--- config.mk ---
export PLATFORM = sky130hd
export DESIGN_NAME = aux_req_engine
export DESIGN_NICKNAME = d
export VERILOG_FILES = /design/src/rtl/aux_req_pkg.sv /design/src/rtl/aux_hdr_build.sv /design/src/rtl/aux_reply_decode.sv /design/src/rtl/aux_wait_timer.sv /design/src/rtl/aux_req_engine.sv
export SDC_FILE = /design/constraint.sdc
export NUM_CORES = 1
export LEC_CHECK = 0
export BUFFER_PORTS_ARGS = -buffer_cell sky130_fd_sc_hd__buf_2
export CAP_MARGIN = 20
export CORE_ASPECT_RATIO = 0.8
export CORE_MARGIN = 2
export CORE_UTILIZATION = 30
export DETAILED_ROUTE_END_ITERATION = 6
export HOLD_SLACK_MARGIN = 0.05
export PLACE_DENSITY = 0.54
export SLEW_MARGIN = 20
export SYNTH_ARGS = -nofsm -noshare
export SYNTH_HDL_FRONTEND = slang
export SYNTH_SLANG_ARGS = --single-unit
--- constraint.sdc ---
create_clock -name clk_i -period 3.97 [get_ports clk_i]
set_input_delay 0.1985 -clock clk_i [delete_from_list [all_inputs] [get_ports clk_i]]
set_output_delay 0.1985 -clock clk_i [all_outputs]
set_load 0.02 [all_outputs]
--- src/rtl/aux_req_pkg.sv ---
package aux_req_pkg;
  typedef enum logic [2:0] {
    OP_NAT_WR   = 3'd0,
    OP_NAT_RD   = 3'd1,
    OP_I2C_WR   = 3'd2,
    OP_I2C_RD   = 3'd3,
    OP_I2C_ADDR = 3'd4
  } aux_op_e;

  typedef enum logic [2:0] {
    ST_OK        = 3'd0,
    ST_TIMEOUT   = 3'd1,
    ST_NACK      = 3'd2,
    ST_IO_ERR    = 3'd3,
    ST_PROTO_ERR = 3'd4,
    ST_INVALID   = 3'd5
  } aux_status_e;

  typedef enum logic [1:0] {
    ACT_FINISH,
    ACT_RETRY_NOW,
    ACT_RETRY_WAIT
  } aux_act_e;

  localparam logic [1:0] PHY_REPLY   = 2'd0;
  localparam logic [1:0] PHY_TIMEOUT = 2'd1;
  localparam logic [1:0] PHY_BUSY    = 2'd2;
  localparam logic [1:0] PHY_ERROR   = 2'd3;

  localparam logic [1:0] RPL_ACK   = 2'd0;
  localparam logic [1:0] RPL_NACK  = 2'd1;
  localparam logic [1:0] RPL_DEFER = 2'd2;

  localparam logic [3:0] CMD_NAT_WR = 4'h8;
  localparam logic [3:0] CMD_NAT_RD = 4'h9;
  localparam logic [3:0] CMD_I2C_WR = 4'h0;
  localparam logic [3:0] CMD_I2C_RD = 4'h1;
  localparam logic [3:0] CMD_MOT    = 4'h4;
endpackage

--- src/rtl/aux_hdr_build.sv ---
module aux_hdr_build
  import aux_req_pkg::*;
#(
  parameter int MAX_BYTES = 16,
  localparam int LENW = $clog2(MAX_BYTES + 1),
  localparam int LW   = $clog2(MAX_BYTES + 5),
  localparam int IW   = $clog2(MAX_BYTES)
) (
  input  aux_op_e                  op_i,
  input  logic                     stop_i,
  input  logic [15:0]              addr_i,
  input  logic [LENW-1:0]          len_i,
  input  logic [MAX_BYTES*8-1:0]   wdata_i,
  input  logic [LW-1:0]            idx_i,
  output logic [7:0]               byte_o,
  output logic [LW-1:0]            nbytes_o
);
  logic [3:0]    cmd;
  logic [7:0]    len_byte;
  logic [LW-1:0] pay;
  logic [IW-1:0] widx;
  logic          is_i2c;

  assign is_i2c = (op_i == OP_I2C_WR) || (op_i == OP_I2C_RD) || (op_i == OP_I2C_ADDR);

  always_comb begin
    unique case (op_i)
      OP_NAT_WR: begin cmd = CMD_NAT_WR; pay = LW'(len_i); end
      OP_NAT_RD: begin cmd = CMD_NAT_RD; pay = '0; end
      OP_I2C_WR: begin cmd = CMD_I2C_WR; pay = LW'(1); end
      OP_I2C_RD: begin cmd = CMD_I2C_RD; pay = '0; end
      default:   begin cmd = CMD_I2C_WR; pay = '0; end
    endcase
    // middle-of-transaction flag for I2C requests that do not stop
    if (is_i2c && !stop_i) cmd = cmd | CMD_MOT;
  end

  assign nbytes_o = LW'(4) + pay;

  always_comb begin
    if (!is_i2c)                 len_byte = {nbytes_o[3:0], len_i[3:0] - 4'd1};
    else if (op_i == OP_I2C_ADDR) len_byte = 8'h30;
    else                         len_byte = {nbytes_o[3:0], 4'h0};
  end

  assign widx = IW'(idx_i - LW'(4));

  always_comb begin
    case (idx_i)
      LW'(0):  byte_o = addr_i[7:0];
      LW'(1):  byte_o = addr_i[15:8];
      LW'(2):  byte_o = {cmd, 4'h0};
      LW'(3):  byte_o = len_byte;
      default: byte_o = wdata_i[{widx, 3'b000} +: 8];
    endcase
  end
endmodule

--- src/rtl/aux_reply_decode.sv ---
module aux_reply_decode
  import aux_req_pkg::*;
#(
  parameter int MAX_BYTES = 16,
  localparam int LENW = $clog2(MAX_BYTES + 1)
) (
  input  aux_op_e          op_i,
  input  logic [1:0]       phy_st_i,
  input  logic [7:0]       code_i,
  input  logic [LENW-1:0]  rx_len_i,
  output aux_act_e         act_o,
  output aux_status_e      status_o
);
  logic [1:0] nat, i2c;
  logic       native_op;

  assign nat       = code_i[5:4];
  assign i2c       = code_i[7:6];
  assign native_op = (op_i == OP_NAT_WR) || (op_i == OP_NAT_RD);

  always_comb begin
    act_o    = ACT_FINISH;
    status_o = ST_OK;
    case (phy_st_i)
      PHY_TIMEOUT: status_o = ST_TIMEOUT;
      PHY_ERROR:   status_o = ST_IO_ERR;
      PHY_BUSY:    act_o    = ACT_RETRY_NOW;
      default: begin
        if (nat == RPL_DEFER) act_o = ACT_RETRY_WAIT;
        else if (native_op) begin
          if (nat != RPL_ACK) begin
            if (op_i == OP_NAT_RD && rx_len_i == '0) status_o = ST_PROTO_ERR;
            else if (nat == RPL_NACK)               status_o = ST_NACK;
            else                                    status_o = ST_INVALID;
          end
        end else if (nat == RPL_NACK) status_o = ST_NACK;
        else if (nat != RPL_ACK)      status_o = ST_INVALID;
        else begin
          // I2C field only counts under a native ACK
          case (i2c)
            RPL_ACK:   status_o = ST_OK;
            RPL_NACK:  status_o = ST_NACK;
            RPL_DEFER: act_o    = ACT_RETRY_WAIT;
            default:   status_o = ST_INVALID;
          endcase
        end
      end
    endcase
  end
endmodule

--- src/rtl/aux_wait_timer.sv ---
module aux_wait_timer #(
  parameter int WAIT_CYC = 40000,
  localparam int CW = $clog2(WAIT_CYC + 1)
) (
  input  logic clk_i,
  input  logic rst_ni,
  input  logic load_i,
  output logic busy_o
);
  logic [CW-1:0] cnt_q;

  always_ff @(posedge clk_i or negedge rst_ni) begin
    if (!rst_ni)            cnt_q <= '0;
    else if (load_i)        cnt_q <= CW'(WAIT_CYC);
    else if (cnt_q != '0)   cnt_q <= cnt_q - CW'(1);
  end

  assign busy_o = (cnt_q != '0);

  AST_LOAD_BUSY: assert property (@(posedge clk_i) disable iff (!rst_ni)
    load_i |=> busy_o);
endmodule

--- src/rtl/aux_req_engine.sv ---
module aux_req_engine
  import aux_req_pkg::*;
#(
  parameter int CLK_HZ    = 100_000_000,
  parameter int DEFER_US  = 400,
  parameter int MAX_TRIES = 4,
  parameter int MAX_BYTES = 16,
  localparam int LENW     = $clog2(MAX_BYTES + 1),
  localparam int LW       = $clog2(MAX_BYTES + 5),
  localparam int TW       = $clog2(MAX_TRIES + 1),
  localparam int WAIT_CYC = (CLK_HZ / 1_000_000) * DEFER_US
) (
  input  logic                   clk_i,
  input  logic                   rst_ni,
  input  logic                   start_i,
  input  logic [2:0]             op_i,
  input  logic                   i2c_stop_i,
  input  logic [15:0]            addr_i,
  input  logic [LENW-1:0]        len_i,
  input  logic [MAX_BYTES*8-1:0] wdata_i,
  output logic                   tx_valid_o,
  input  logic                   tx_ready_i,
  output logic [7:0]             tx_data_o,
  output logic                   tx_last_o,
  input  logic                   rx_valid_i,
  input  logic [1:0]             rx_phy_st_i,
  input  logic [7:0]             rx_code_i,
  input  logic [LENW-1:0]        rx_len_i,
  input  logic [MAX_BYTES*8-1:0] rx_data_i,
  output logic                   done_o,
  output logic [2:0]             status_o,
  output logic [LENW-1:0]        rcv_len_o,
  output logic [MAX_BYTES*8-1:0] rdata_o
);
  typedef enum logic [1:0] {S_IDLE, S_SEND, S_WAIT_RX, S_DELAY} state_e;

  state_e                 state_q;
  aux_op_e                op_q;
  logic                   stop_q;
  logic [15:0]            addr_q;
  logic [LENW-1:0]        len_q;
  logic [MAX_BYTES*8-1:0] wdata_q, rdata_q;
  logic [LW-1:0]          idx_q, nbytes;
  logic [TW-1:0]          tries_q, tries_nxt;
  logic                   done_q;
  aux_status_e            status_q, dec_status;
  aux_act_e               dec_act;
  logic [LENW-1:0]        rlen_q, cap, clamp;
  logic                   reject, budget_out, tmr_load, tmr_busy;

  assign reject = ((op_i == 3'd0) || (op_i == 3'd1)) &&
                  ((len_i == '0) || (len_i > LENW'(MAX_BYTES)));

  aux_hdr_build #(.MAX_BYTES(MAX_BYTES)) u_hdr (
    .op_i(op_q), .stop_i(stop_q), .addr_i(addr_q), .len_i(len_q),
    .wdata_i(wdata_q), .idx_i(idx_q), .byte_o(tx_data_o), .nbytes_o(nbytes)
  );

  aux_reply_decode #(.MAX_BYTES(MAX_BYTES)) u_dec (
    .op_i(op_q), .phy_st_i(rx_phy_st_i), .code_i(rx_code_i), .rx_len_i(rx_len_i),
    .act_o(dec_act), .status_o(dec_status)
  );

  aux_wait_timer #(.WAIT_CYC(WAIT_CYC)) u_tmr (
    .clk_i(clk_i), .rst_ni(rst_ni), .load_i(tmr_load), .busy_o(tmr_busy)
  );

  assign tries_nxt  = tries_q + TW'(1);
  assign budget_out = (tries_nxt == TW'(MAX_TRIES));
  assign tmr_load   = (state_q == S_WAIT_RX) && rx_valid_i &&
                      (dec_act == ACT_RETRY_WAIT) && !budget_out;

  always_comb begin
    if (op_q == OP_NAT_RD)      cap = len_q;
    else if (op_q == OP_I2C_RD) cap = LENW'(1);
    else                        cap = '0;
    clamp = (rx_len_i > cap) ? cap : rx_len_i;
  end

  always_ff @(posedge clk_i or negedge rst_ni) begin
    if (!rst_ni) begin
      state_q  <= S_IDLE;
      op_q     <= OP_NAT_WR;
      stop_q   <= 1'b0;
      addr_q   <= '0;
      len_q    <= '0;
      wdata_q  <= '0;
      rdata_q  <= '0;
      idx_q    <= '0;
      tries_q  <= '0;
      done_q   <= 1'b0;
      status_q <= ST_OK;
      rlen_q   <= '0;
    end else begin
      done_q <= 1'b0;
      case (state_q)
        S_IDLE: if (start_i) begin
          op_q    <= aux_op_e'(op_i);
          stop_q  <= i2c_stop_i;
          addr_q  <= addr_i;
          len_q   <= len_i;
          wdata_q <= wdata_i;
          idx_q   <= '0;
          tries_q <= '0;
          if (reject) begin
            done_q   <= 1'b1;
            status_q <= ST_IO_ERR;
            rlen_q   <= '0;
          end else begin
            state_q <= S_SEND;
          end
        end
        S_SEND: if (tx_ready_i) begin
          if (idx_q == nbytes - LW'(1)) state_q <= S_WAIT_RX;
          else                          idx_q   <= idx_q + LW'(1);
        end
        S_WAIT_RX: if (rx_valid_i) begin
          tries_q <= tries_nxt;
          idx_q   <= '0;
          if (dec_act == ACT_FINISH) begin
            state_q  <= S_IDLE;
            done_q   <= 1'b1;
            status_q <= dec_status;
            rlen_q   <= (dec_status == ST_OK) ? clamp : '0;
            rdata_q  <= rx_data_i;
          end else if (budget_out) begin
            state_q  <= S_IDLE;
            done_q   <= 1'b1;
            status_q <= ST_IO_ERR;
            rlen_q   <= '0;
          end else if (dec_act == ACT_RETRY_NOW) begin
            state_q <= S_SEND;
          end else begin
            state_q <= S_DELAY;
          end
        end
        default: if (!tmr_busy) begin
          state_q <= S_SEND;
          idx_q   <= '0;
        end
      endcase
    end
  end

  assign tx_valid_o = (state_q == S_SEND);
  assign tx_last_o  = tx_valid_o && (idx_q == nbytes - LW'(1));
  assign done_o     = done_q;
  assign status_o   = status_q;
  assign rcv_len_o  = rlen_q;

  for (genvar k = 0; k < MAX_BYTES; k++) begin : g_rmask
    assign rdata_o[k*8 +: 8] = (LENW'(k) < rlen_q) ? rdata_q[k*8 +: 8] : 8'h00;
  end

  AST_DONE_PULSE: assert property (@(posedge clk_i) disable iff (!rst_ni)
    done_o |=> !done_o);
  AST_TRIES_BOUND: assert property (@(posedge clk_i) disable iff (!rst_ni)
    tries_q <= TW'(MAX_TRIES));
  AST_NO_TX_IN_PAUSE: assert property (@(posedge clk_i) disable iff (!rst_ni)
    tmr_busy |-> !tx_valid_o);
  AST_REJECT: assert property (@(posedge clk_i) disable iff (!rst_ni)
    (state_q == S_IDLE && start_i && reject) |=> (done_o && status_o == 3'd3 && !tx_valid_o));
  AST_BUSY_RESEND: assert property (@(posedge clk_i) disable iff (!rst_ni)
    (state_q == S_WAIT_RX && rx_valid_i && rx_phy_st_i == PHY_BUSY && !budget_out) |=> tx_valid_o);
  AST_CLAMP: assert property (@(posedge clk_i) disable iff (!rst_ni)
    (done_o && op_q == OP_NAT_RD) |-> rcv_len_o <= len_q);
endmodule

== Word level (Yosys, flattened, before mapping) ==
Cells that the tools add are included.

* Logic and storage cells: 184
* Bits in registers: 316

* $lt $le $gt $ge: 18
* Eq/ne operators: 30
* Shift operators: 1
* Reductions and logical operators: 35
* Muxes and demuxes: 80
* Add/sub/neg operators: 7

{| class="wikitable"
|+ Operators by type and width
! cell !! number
|-
| 2-to-1 mux 8 bit || 18
|-
| indexed part select 128 x 8 -> 8 bit || 1
|-
| 2-to-1 mux 5 bit || 13
|-
| 2-to-1 mux 3 bit || 15
|-
| < comparator 4 x 5 -> 1 bit, first input constant || 8
|-
| 2-to-1 mux 16 bit || 2
|-
| one-hot mux 8 bit (4 select lines) || 1
|-
| 2-to-1 mux 2 bit || 14
|-
| < comparator 3 x 5 -> 1 bit, first input constant || 4
|-
| one-hot mux 5 bit (2 select lines) || 2
|-
| one-hot mux 3 bit (2 select lines) || 3
|-
| nonzero test 16 bit || 1
|-
| subtractor 16 x 1 -> 16 bit, second input constant || 1
|-
| logical NOT 5 bit || 3
|-
| one-hot mux 5 bit (3 select lines) || 1
|-
| equality test 2 bit, second input constant || 6
|-
| one-hot mux 4 bit (3 select lines) || 1
|-
| equality test 2 x 1 -> 1 bit, second input constant || 5
|-
| equality test 5 x 2 -> 1 bit, second input constant || 2
|-
| < comparator 1 x 5 -> 1 bit, first input constant || 2
|-
| < comparator 2 x 5 -> 1 bit, first input constant || 2
|-
| inequality test 2 bit, second input constant || 5
|-
| AND reduction 5 bit || 2
|-
| logical NOT 3 bit || 3
|-
| 30 further kinds || 56
|}

== Logic depth before layout (Yosys ltp) ==
* Depth after elaboration: 13
* Depth in mapped cells: 10

== Modules after synthesis ==
Synthesis repeated with hierarchy kept, for this count alone.

* Cell total of the unflattened synthesis: 1184
* Area, all modules: 15383.5 um^2

{| class="wikitable"
|+ Modules (own cells, without submodules)
! module !! seq. area each (um^2) !! area each (um^2) !! times used !! cells an instance
|-
| aux_req_engine || 7507.2 || 12827.3 || 1 || 917
|-
| aux_hdr_build || 0.0 || 1525.2 || 1 || 154
|-
| aux_wait_timer || 400.4 || 888.4 || 1 || 93
|-
| aux_reply_decode || 0.0 || 142.6 || 1 || 20
|}

== Worst setup path before layout ==
OpenSTA, ideal clock, no wires.

* Kind: register -> register
* Start: register op_q[0]
* End: register state_q[0]
* Setup time: 79 ps
* Slack: 909 ps
* Arrival: 2981 ps
* Stages on the path, launching flop included: 10
* Cells stage by stage: dfrtp_1 clkbuf_1 nor4b_1 ha_1 xnor2_1 or4b_1 mux2_2 a21o_1 a221oi_4 mux2i_1

* Word-level cells in the longest chain between the ends: 9

{| class="wikitable"
|+ RTL lines
! element !! RTL line !! source
|-
| from (decl) || aux_req_engine.sv:38 || <nowiki>aux_op_e op_q;</nowiki>
|-
| from (signal assigned) || aux_req_engine.sv:98 || <nowiki>op_q <= aux_op_e'(op_i);</nowiki>
|-
| branches (longest 9 deep; another with adder 3 x 5 -> 5 bit) || -- ||
|-
| to (signal assigned) || aux_req_engine.sv:114 || <nowiki>if (idx_q == nbytes - LW'(1)) state_q <= S_WAIT_RX;</nowiki>
|-
| to (signal assigned) || aux_req_engine.sv:121 || <nowiki>state_q <= S_IDLE;</nowiki>
|-
| to (signal assigned) || aux_req_engine.sv:127 || <nowiki>state_q <= S_IDLE;</nowiki>
|-
| to (decl) || aux_req_engine.sv:37 || <nowiki>state_e state_q;</nowiki>
|}

Parallel ways; which one is timed is not known. The select of a mux whose other input is x is not followed.
A chain may end at the register's enable or synchronous reset.

== Worst setup path in the final report ==
* Start: register op_q[0]
* End: output port tx_last_o

* Word-level cells in the longest chain between the ends: 6

{| class="wikitable"
|+ RTL lines
! element !! RTL line !! source
|-
| equality test 3 x 2 -> 1 bit or logical NOT 3 bit (tied branches) || aux_hdr_build.sv:27 || <nowiki>unique case (op_i)</nowiki>
|-
| one-hot mux 5 bit (2 select lines) (*) || aux_hdr_build.sv:27 ||
|-
| adder 3 x 5 -> 5 bit (*) || aux_hdr_build.sv:38 || <nowiki>assign nbytes_o = LW'(4) + pay;</nowiki>
|-
| subtractor 5 x 1 -> 5 bit (*) || aux_req_engine.sv:146 || <nowiki>assign tx_last_o = tx_valid_o && (idx_q == nbytes - LW'(1));</nowiki>
|-
| equality test 5 bit (*) || aux_req_engine.sv:146 ||
|-
| logical AND 1 bit (*) || aux_req_engine.sv:146 ||
|-
| to (decl) || aux_req_engine.sv:24 || <nowiki>output logic tx_last_o,</nowiki>
|}

Mark *: on every way between the ends. The rest lies on a longest branch, timed or not.

==> results.yml <==
placed_design:
  place_ws_ns: 0.530
  portBuffers: 443
  hpwlAfterDp_um: 32400
  dpl.cell_count: 2210
  gp_congestion: 0.819
power_and_ir_drop:
  peakVddDrop_uv: 299
  p_leak_nw: 11.2
  power_w: 0.00719
  powerDensity_nw_per_um2: 323
timing:
  slew_headroom: 0.258
  finClkSkew_ns: 0.0196
  setup_ws_ns: 0.195
  finalSetupTns_ns: 0
  drv_slew: 0
  fin_crit_sh: 0.951
  rsz0062_at_grt: "no"
  fmax_mhz: 265
  worst_pin_slew_ns: 1.10
  period_minus_slack_ns: 3.77
  setup-violations-final: 0
  finalHoldViolCount: 0
setup_path:
  r2r-start: "op_q[0]$_DFFE_PN0P_"
  crit_fanout: 11
  endpoint_kind: "primary output"
  reg2reg_slack_ns: 0.81
  cp_top_family: "simple AND/OR/NAND/NOR gates"
  crit_start: "op_q[0]$_DFFE_PN0P_"
  crit_chain: "nor4b_2 -> ha_1 -> xnor2_1 -> or4b_1 -> mux2_2 -> a21oi_1 -> and2_1 -> buf_2"
  cp.required_ns: 3.77
  worstPathArrival_ns: 3.58
  crit_path_end: "tx_last_o"
  worstSetupStartpointType: "flop"
  cp_num_buf_inv: 1
  criticalPathCategory: "flop to primary output"
  crit_slowest_cell: "or4b_1"
  reg2regPathDepth: 8
  crit_path_max_incr_delay_ns: 0.53
  r2r-end: "state_q[0]$_DFFE_PN0P_"
  cp_num_cells: 8
global_routing:
  first_global_vias: 12587
  globalRouteOverflowTotal: 0
  grt_max_degree: 129
  grt_pass1_wl_um: 70200
  antenna_found_initial: 3
  grtUsageTotal: 0.174
job:
  drv_cap: 0
clocking:
  cts_sinks: 316
  cts_made_buffers: 38
  cts_root_buffer: "clkbuf_16"
  clock_path_buffers: 3
  cts_tree: "done"
  cts_max_level: 2
  clk_pin_slew_worst_paths_ns: 0.06
  clock_latency_ns: 0.56
drt:
  drcViolationCount: 0
  drt_iter0_drc: 588
  vias: 11791
  drt_wl_total_um: 46000
  via_per_inst: 4.59
  ant_nets: 0
  drt_first_pass_iters: 5
  wl_per_cell_um: 17.9
synth:
  synth.distinct_cells: 58
  yosys.area.top_type: "dfrtp_1"
  syn-num-nets: 1455
  synthCells: 1133
  synth_edf_count: 0
  yosys-top-cells-area: "dfrtp_1 (53%), mux2_2 (21%), mux4_2 (6.0%)"
  avgSynthCellArea_um2: 13.3
  synth_ff_type: "dfrtp_1"
  async_flop_share: 1.00
  netlist_area_um2: 15000
  synth_top_area_frac: 0.526
  synth.yosys.seq_area_share: 0.526
  synth_warnings: 0
  synth_seq_cells: 316
die:
  die_x_um: 254
  fp.coreArea_um2: 49600
  pin_count: 448
  rows: 73
  initial_core_util: 0.303
  die-area_um2: 51900
  die_y_um: 204
cells_and_area:
  fin_util: 0.448
  mostFrequentLayoutCell: "buf_2"
  areaGrowthSynthToFinish_pct: 47.8
  drive_gt1_frac: 0.451
  fin_nets: 2186
  fin_cells: 2567
  mostFrequentLayoutCells: "buf_2 (442), dfrtp_1 (314), dlygate4sd3_1 (289), mux2_2 (287), nor2b_1 (74)"
worst_hold_path:
  hold_class: "input port to flop"
  min_path_cells: 3
outcome:
  outcome: "finished, final reports clean"
worst min-delay path: cells and delay by family:
family / cells / cell delay, ns
AND/OR/NAND/NOR: 2 / 0.23
buffers and inverters: 1 / 0.16
cells by family after synthesis:
| family | share of synthesized area |
|---|---|
| AO/OA/AOI/OAI | 0.0428 |
| XOR/XNOR | 0.00990 |
| adder cells (fa/ha/maj) | 0.0175 |
| buffers and inverters | 0.0217 |
| flip-flops | 0.526 |
| multiplexers | 0.279 |
| AND/OR/NAND/NOR | 0.103 |
through the flow:
stage	instance area [um2]	hold slack (ns)
floorplan	15000	-0.0971
global placement	18100	0.323
detailed placement	18100	0.316
CTS	22200	0.0538
global route	22200	0.0831
finish	22200	0.0900
worst min path at each step:
stage / slack, ns / start / end
6_report: 0.09 / rx_valid_i / u_tmr.cnt_q[10]$_DFFE_PN0P_
5_1_grt: 0.08 / rx_valid_i / u_tmr.cnt_q[10]$_DFFE_PN0P_
4_1_cts: 0.05 / rx_valid_i / u_tmr.cnt_q[10]$_DFFE_PN0P_
3_5_place_dp: 0.32 / rst_ni / rdata_q[64]$_DFFE_PN0P_
3_3_place_gp: 0.32 / rst_ni / rdata_q[72]$_DFFE_PN0P_
2_1_floorplan: -0.1 / rst_ni / addr_q[0]$_DFFE_PN0P_
sequential cells by signal, indices dropped and copies added, names as in the netlist, 5 cells and up:
register,flops
rdata_q,128
idx_q,5
u_tmr.cnt_q,16
addr_q,16
len_q,5
wdata_q,128
rcv_len_o,5
synth_stat cells, types with 7 or more instances:
master / n
a21oi_1: 19
and2_1: 63
buf_2: 15
clkbuf_1: 38
dfrtp_1: 316
ha_1: 21
inv_1: 22
mux2_2: 287
mux2i_1: 7
mux4_2: 40
nand2_1: 35
nand3_1: 9
nor2_1: 34
nor2b_1: 74
nor3_1: 13
nor4_1: 10
o21ai_0: 22
or3_1: 8
xnor2_1: 12
layout make-up:
cell class / count / area, um2
inverter: 22 / 82.6
antenna: 2 / 5.00
sequential: 316 / 7910
tap: 675 / 845
clock buffer: 56 / 1080
fill: 4590 / 27400
clock inverter: 10 / 166
timing repair buffer: 749 / 5310
multi-input combinational: 737 / 6830
timing repair:
item	4_1_cts	5_1_grt
endpoints found under the setup margin	1	0
hold buffers	289	0
resized for setup	1	0
buffers inserted	0	0
endpoints found under the hold margin	390	0
metal layers:
layer  vias up  track usage  wire length [um]
met5         -            0                 0
met4         0       0.0538              1070
met3        68       0.0337              2020
met2       275        0.283             22200
met1      5904        0.232             20800
li1       5544            -                 -
power by group:
part           total (W)  switching, W  internal (W)  leakage [nW]
Sequential       0.00322             0       0.00322          4.33
Combinational   0.000485      0.000177      0.000308          6.25
Clock            0.00348       0.00144       0.00204         0.594
Note: power is estimated with default switching activity, not from simulation.
